$ cat src/rtl/pp_audio_pkg.sv
package pp_audio_pkg;

  typedef enum logic {
    HALF_LO = 1'b0,
    HALF_HI = 1'b1
  } half_sel_e;

  // Width able to hold values 0..n inclusive, never below one bit.
  function automatic int unsigned cnt_width(input int unsigned n);
    return (n < 2) ? 1 : $clog2(n + 1);
  endfunction

  // Width able to index n items, never below one bit.
  function automatic int unsigned idx_width(input int unsigned n);
    return (n < 2) ? 1 : $clog2(n);
  endfunction

endpackage

$ cat src/rtl/pp_bank_ctrl.sv
module pp_bank_ctrl
  import pp_audio_pkg::*;
#(
  parameter int unsigned HALF_WORDS = 60,
  parameter int unsigned PW         = cnt_width(HALF_WORDS)
) (
  input  logic          clk,
  input  logic          rst,
  input  logic          frame_start,
  input  logic          wr_en,
  output half_sel_e     bank,
  output logic [PW-1:0] wr_cnt,
  output logic          wr_go,
  output logic          underrun
);

  localparam logic [PW-1:0] FULL = PW'(HALF_WORDS);

  logic half_full;

  assign half_full = (wr_cnt == FULL);
  // A write is taken only outside a swap cycle and while the half has room.
  assign wr_go     = wr_en && !frame_start && !half_full;

  always_ff @(posedge clk) begin
    if (rst) begin
      bank     <= HALF_LO;
      wr_cnt   <= '0;
      underrun <= 1'b1;
    end else if (frame_start) begin
      bank     <= (bank == HALF_LO) ? HALF_HI : HALF_LO;
      wr_cnt   <= '0;
      underrun <= !half_full;
    end else if (wr_go) begin
      wr_cnt   <= wr_cnt + 1'b1;
    end
  end

endmodule

$ cat src/rtl/pp_dpram.sv
module pp_dpram #(
  parameter int unsigned WORD_W = 8,
  parameter int unsigned DEPTH  = 120,
  parameter int unsigned AW     = 7
) (
  input  logic              clk,
  input  logic              we,
  input  logic [AW-1:0]     waddr,
  input  logic [WORD_W-1:0] wdata,
  input  logic [AW-1:0]     raddr,
  output logic [WORD_W-1:0] rdata
);

  logic [WORD_W-1:0] mem [DEPTH];

  always_ff @(posedge clk) begin
    if (we) mem[waddr] <= wdata;
    rdata <= mem[raddr];
  end

endmodule

$ cat src/rtl/pp_serializer.sv
module pp_serializer
  import pp_audio_pkg::*;
#(
  parameter int unsigned WORD_W     = 8,
  parameter int unsigned HALF_WORDS = 60,
  parameter int unsigned PW         = cnt_width(HALF_WORDS),
  parameter int unsigned BW         = idx_width(WORD_W)
) (
  input  logic              clk,
  input  logic              rst,
  input  logic              frame_start,
  input  logic              slot_en,
  input  logic [WORD_W-1:0] rd_word,
  output logic [PW-1:0]     rd_ptr,
  output logic [BW-1:0]     rd_bit,
  output logic              ser_bit
);

  localparam logic [BW-1:0] LAST_BIT  = BW'(WORD_W - 1);
  localparam logic [PW-1:0] LAST_WORD = PW'(HALF_WORDS - 1);

  logic [BW-1:0] msb_idx;

  // Bit 0 of the count selects the most significant bit of the word.
  assign msb_idx = LAST_BIT - rd_bit;

  always_ff @(posedge clk) begin
    if (rst) begin
      rd_ptr  <= '0;
      rd_bit  <= '0;
      ser_bit <= 1'b0;
    end else if (frame_start) begin
      rd_ptr <= '0;
      rd_bit <= '0;
    end else if (slot_en) begin
      ser_bit <= rd_word[msb_idx];
      if (rd_bit == LAST_BIT) begin
        rd_bit <= '0;
        rd_ptr <= (rd_ptr == LAST_WORD) ? '0 : rd_ptr + 1'b1;
      end else begin
        rd_bit <= rd_bit + 1'b1;
      end
    end
  end

endmodule

$ cat src/rtl/pp_audio_buffer.sv
module pp_audio_buffer
  import pp_audio_pkg::*;
#(
  parameter int unsigned WORD_W     = 8,
  parameter int unsigned HALF_WORDS = 60
) (
  input  logic              clk,
  input  logic              rst,
  input  logic              frame_start,
  input  logic              wr_en,
  input  logic [WORD_W-1:0] wr_data,
  input  logic              slot_en,
  output logic              ser_bit,
  output logic              wr_bank,
  output logic              underrun
);

  localparam int unsigned DEPTH = 2 * HALF_WORDS;
  localparam int unsigned AW    = idx_width(DEPTH);
  localparam int unsigned PW    = cnt_width(HALF_WORDS);
  localparam int unsigned BW    = idx_width(WORD_W);
  localparam logic [AW-1:0] HI_BASE = AW'(HALF_WORDS);

  half_sel_e         bank;
  logic [PW-1:0]     wr_cnt;
  logic              wr_go;
  logic [PW-1:0]     rd_ptr;
  logic [BW-1:0]     rd_bit;
  logic [AW-1:0]     waddr;
  logic [AW-1:0]     raddr;
  logic [WORD_W-1:0] rd_word;

  pp_bank_ctrl #(
    .HALF_WORDS (HALF_WORDS),
    .PW         (PW)
  ) u_bank (
    .clk         (clk),
    .rst         (rst),
    .frame_start (frame_start),
    .wr_en       (wr_en),
    .bank        (bank),
    .wr_cnt      (wr_cnt),
    .wr_go       (wr_go),
    .underrun    (underrun)
  );

  // Writer targets the selected half; reader always uses the other one.
  assign waddr = (bank == HALF_HI) ? HI_BASE + AW'(wr_cnt) : AW'(wr_cnt);
  assign raddr = (bank == HALF_HI) ? AW'(rd_ptr) : HI_BASE + AW'(rd_ptr);

  pp_dpram #(
    .WORD_W (WORD_W),
    .DEPTH  (DEPTH),
    .AW     (AW)
  ) u_ram (
    .clk   (clk),
    .we    (wr_go),
    .waddr (waddr),
    .wdata (wr_data),
    .raddr (raddr),
    .rdata (rd_word)
  );

  pp_serializer #(
    .WORD_W     (WORD_W),
    .HALF_WORDS (HALF_WORDS),
    .PW         (PW),
    .BW         (BW)
  ) u_ser (
    .clk         (clk),
    .rst         (rst),
    .frame_start (frame_start),
    .slot_en     (slot_en),
    .rd_word     (rd_word),
    .rd_ptr      (rd_ptr),
    .rd_bit      (rd_bit),
    .ser_bit     (ser_bit)
  );

  assign wr_bank = (bank == HALF_HI);

endmodule

$ cat config.mk
export PLATFORM = sky130hd
export DESIGN_NAME = pp_audio_buffer
export DESIGN_NICKNAME = d
export VERILOG_FILES = /design/src/rtl/pp_audio_pkg.sv /design/src/rtl/pp_bank_ctrl.sv /design/src/rtl/pp_dpram.sv /design/src/rtl/pp_serializer.sv /design/src/rtl/pp_audio_buffer.sv
export SDC_FILE = /design/constraint.sdc
export NUM_CORES = 1
export LEC_CHECK = 0
export CAP_MARGIN = 20
export CORE_ASPECT_RATIO = 1.4
export CORE_MARGIN = 10
export CORE_UTILIZATION = 42
export CTS_BUF_LIST = sky130_fd_sc_hd__clkbuf_4
export CTS_CLUSTER_SIZE = 28
export DETAILED_ROUTE_END_ITERATION = 10
export DONT_BUFFER_PORTS = 1
export HOLD_SLACK_MARGIN = 0.03
export SLEW_MARGIN = 5
export SYNTH_ARGS = -nofsm -noshare
export SYNTH_HDL_FRONTEND = slang
export SYNTH_SLANG_ARGS = --single-unit
$ cat constraint.sdc
create_clock -name clk -period 2.9 [get_ports clk]
set_clock_uncertainty 0.05 [all_clocks]
set_input_delay 0.145 -clock clk [delete_from_list [all_inputs] [get_ports clk]]
set_output_delay 0.145 -clock clk [all_outputs]
set_load 0.005 [all_outputs]
==> results_dict.tcl <==
set metrics [dict create \
    layout_min_cycle_time_ns 2.80 \
    dieWidth_um 276 \
    grt_usage 0.176 \
    synth_fp_nets 2025 \
    grt_pass1_wl_mm 138 \
    pwr_density_cell_mw_per_mm2 619 \
    fillers 7609 \
    die_height_um 379 \
    grt_pass1_vias 21497 \
    synthTopCellsByCount "960 x edfxtp_1, 263 x nand2_1, 242 x mux4_2, 141 x nor2_1, 120 x nand3_1" \
    synth.most_common_cell "edfxtp_1" \
    netlist.area_leader.share 0.747 \
    outcome "finished, final reports clean" \
    crit_path_end "u_ram.mem[40][1]$_DFFE_PP_" \
    core_area_mm2 0.0911 \
    wirelength_mm 91.7 \
    rsz0062_at_grt "false" \
    grt_max_degree 121 \
    wl_met3_mm 5.15 \
    finalCritPeriodShare 0.964 \
    hold_ws_ns 0.0953 \
    clk_latency_ns 1.09 \
    hp-class "in -> reg" \
    maxSlewHeadroom 0.343 \
    cts_buffers 217 \
    wl_met2_mm 48.3 \
    ys_types 43 \
    port_buffers 0 \
    cap_violations 0 \
    crit_start "u_bank.wr_cnt[2]$_SDFFE_PP0P_" \
    met1Wirelength_mm 35.8 \
    wl_per_cell_um 24.7 \
    end_kind "flip-flop" \
    timing_hold_violations_final 0 \
    rrSetupSlack_ns 0.10 \
    route.top_layer_used "met5" \
    worstReg2RegEnd "u_ram.mem[40][1]$_DFFE_PP_" \
    synth_ff_type "edfxtp_1" \
    synth_warnings 0 \
    post_cts_buffers 0 \
    num_rows 131 \
    ys_seq_area_frac 0.761 \
    cts.sinks 986 \
    ir_drop_mv 0.325 \
    synthesis.area_mm2 0.0386 \
    cts_tree "built" \
    reg2reg_from "u_bank.wr_cnt[2]$_SDFFE_PP0P_" \
    dieArea_mm2 0.105 \
    area_growth_pct 15.6 \
    htree_levels 4 \
    cp_max_fo 8 \
    crit_arrival_ns 3.51 \
    cts.path.max_buffers 3 \
    setup_violations 0 \
    worstMarginPinSlew_ns 0.982 \
    ff_latch_area_mm2 0.0294 \
    r2r_cells 8 \
    antenna_left 0 \
    boundaryPins 16 \
    initial_utilization 0.423 \
    via_count 20219 \
    clkTransAtPathRegs_ns 0.07 \
    synth-edff-count 960 \
    multi_input_area_mm2 0.00868 \
    tns_ns 0 \
    drive_gt1_frac 0.317 \
    max_freq_mhz 358 \
    synthCells 2002 \
    synth_area_leader_cell "edfxtp_1" \
    antenna_found_initial 3 \
    ys_seq_elements 986 \
    synth_area_leaders "edfxtp_1 75%, mux4_2 14%, nand2_1 2.6%" \
    avgSynthCellArea_um2 19.3 \
    worstSetupPathType "reg -> reg" \
    drc 0 \
    nNetsFinal 2360 \
    grt_overflow 0 \
    cts_root_buffer "clkbuf_4" \
    drv_slew 0 \
    postSynth.asyncResetShare 0 \
    leakagePower_nw 14.2 \
    gp_congestion 0.809 \
    first_pass_iters 5 \
    viasPerCell 5.45 \
    critPathRequiredTime_ns 3.61 \
    dp_hpwl_mm 53.7 \
    cp-start-kind "flip-flop" \
    drtIter0Drc 1690 \
]
==> state kept, by name, summed over array words and instances, names as in the netlist <==
register and count:
u_ram.mem 960, u_ram.rdata 8, u_bank.wr_cnt 6, u_ser.rd_ptr 6, u_ser.rd_bit 3, u_bank.bank 1
u_bank.underrun 1, u_ser.ser_bit 1
==> layout make-up <==
class / count / area share
tap: 1197 / 0.0336
clock inverter: 81 / 0.0123
clock buffer: 312 / 0.0525
inverter: 7 / 0.000589
timing repair buffer: 224 / 0.0477
multi-input combinational: 901 / 0.195
sequential: 986 / 0.658
antenna: 3 / 0.000168
==> where the power goes <==
group | switching, mW | internal (mW) | leakage [nW]
clock | 5.23 | 5.68 | 1.71
combinational | 0.767 | 0.254 | 3.65
sequential | 0.0194 | 15.7 | 8.84
==> critical path: stages, from the launching register on <==
cell and delay [ns]:
dfxtp_1 0.46, inv_1 0.12, ha_1 0.27, xor2_1 0.19, o32ai_1 0.43, buf_4 0.25
nand2_1 0.21, nor2_1 0.26, buf_4 0.23
==> per-stage QoR <==
step / area [um^2] / power (mW) / cells / utilization / setup WS, ns
after floorplan: 38600 / 16.4 / 2002 / - / 0.281
after global placement: 41200 / 16.7 / 3284 / 0.452 / -0.0169
after detailed placement: 41200 / 16.7 / 3284 / 0.452 / 0.0467
after CTS: 44600 / 27.9 / 3708 / 0.489 / 0.0270
after global routing: 44600 / 28.7 / 3711 / 0.489 / 0.00814
final: 44600 / 27.6 / 3711 / 0.489 / 0.105
==> how the worst min path moves through the flow <==
stage          depth (start not counted)                         end  slack (ns)       start
6_report                               2  u_ram.mem[44][6]$_DFFE_PP_         0.1  wr_data[6]
5_1_grt                                2  u_ram.mem[77][5]$_DFFE_PP_        0.02  wr_data[5]
4_1_cts                                2  u_ram.mem[97][4]$_DFFE_PP_        0.05  wr_data[4]
3_5_place_dp                           1    u_bank.bank$_SDFFE_PP0P_        0.17         rst
3_3_place_gp                           1  u_ser.ser_bit$_SDFFE_PP0P_        0.17         rst
2_1_floorplan                          1    u_bank.bank$_SDFFE_PP0P_        0.17         rst
==> cell families after synthesis <==
group / count (synthesis) / synth area share
flip-flops: 986 / 0.761
AND/OR/NAND/NOR: 578 / 0.0641
multiplexers: 249 / 0.143
buffers and inverters: 115 / 0.0156
AO/OA/AOI/OAI: 47 / 0.00889
XOR/XNOR: 17 / 0.00406
adder cells (fa/ha/maj): 10 / 0.00324
==> per-layer routing <==
metal,vias to the layer above,global-route usage
met5,-,0
met4,2,0.0652
met3,137,0.0384
met2,699,0.306
met1,10542,0.213
li1,8839,-
==> placed cells by master (no fill, tap or decap), drive strengths merged, types with 2 or more instances in the layout <==
master / Yosys / final
a21oi: 5 / 5
buf: 72 / 201
xor2: 7 / 7
bufinv: 0 / 8
o32ai: 3 / 3
nand3: 120 / 120
nand2b: 4 / 4
nand2: 263 / 263
inv: 7 / 9
nor2: 141 / 141
mux4: 242 / 242
clkbuf: 36 / 312
a32o: 2 / 2
a22o: 9 / 9
a31oi: 16 / 16
ha: 10 / 10
a211oi: 2 / 2
mux2i: 7 / 7
edfxtp: 960 / 960
xnor2: 10 / 10
clkinv: 0 / 71
or3: 4 / 4
nand4: 33 / 33
dfxtp: 26 / 26
diode: 0 / 3
and2: 2 / 2
o21ai: 3 / 3
nor2b: 4 / 4
dlygate4sd3: 0 / 23
==> what timing repair did <==
| action | in CTS | in global routing |
|---|---|---|
| cloned | 0 | 0 |
| hold buffers | 31 | 0 |
| hold endpoints to repair | 1084 | 0 |
| resized for setup | 1 | 2 |
| setup endpoints to repair | 13 | 8 |
Power figures use the tool's default switching activity.
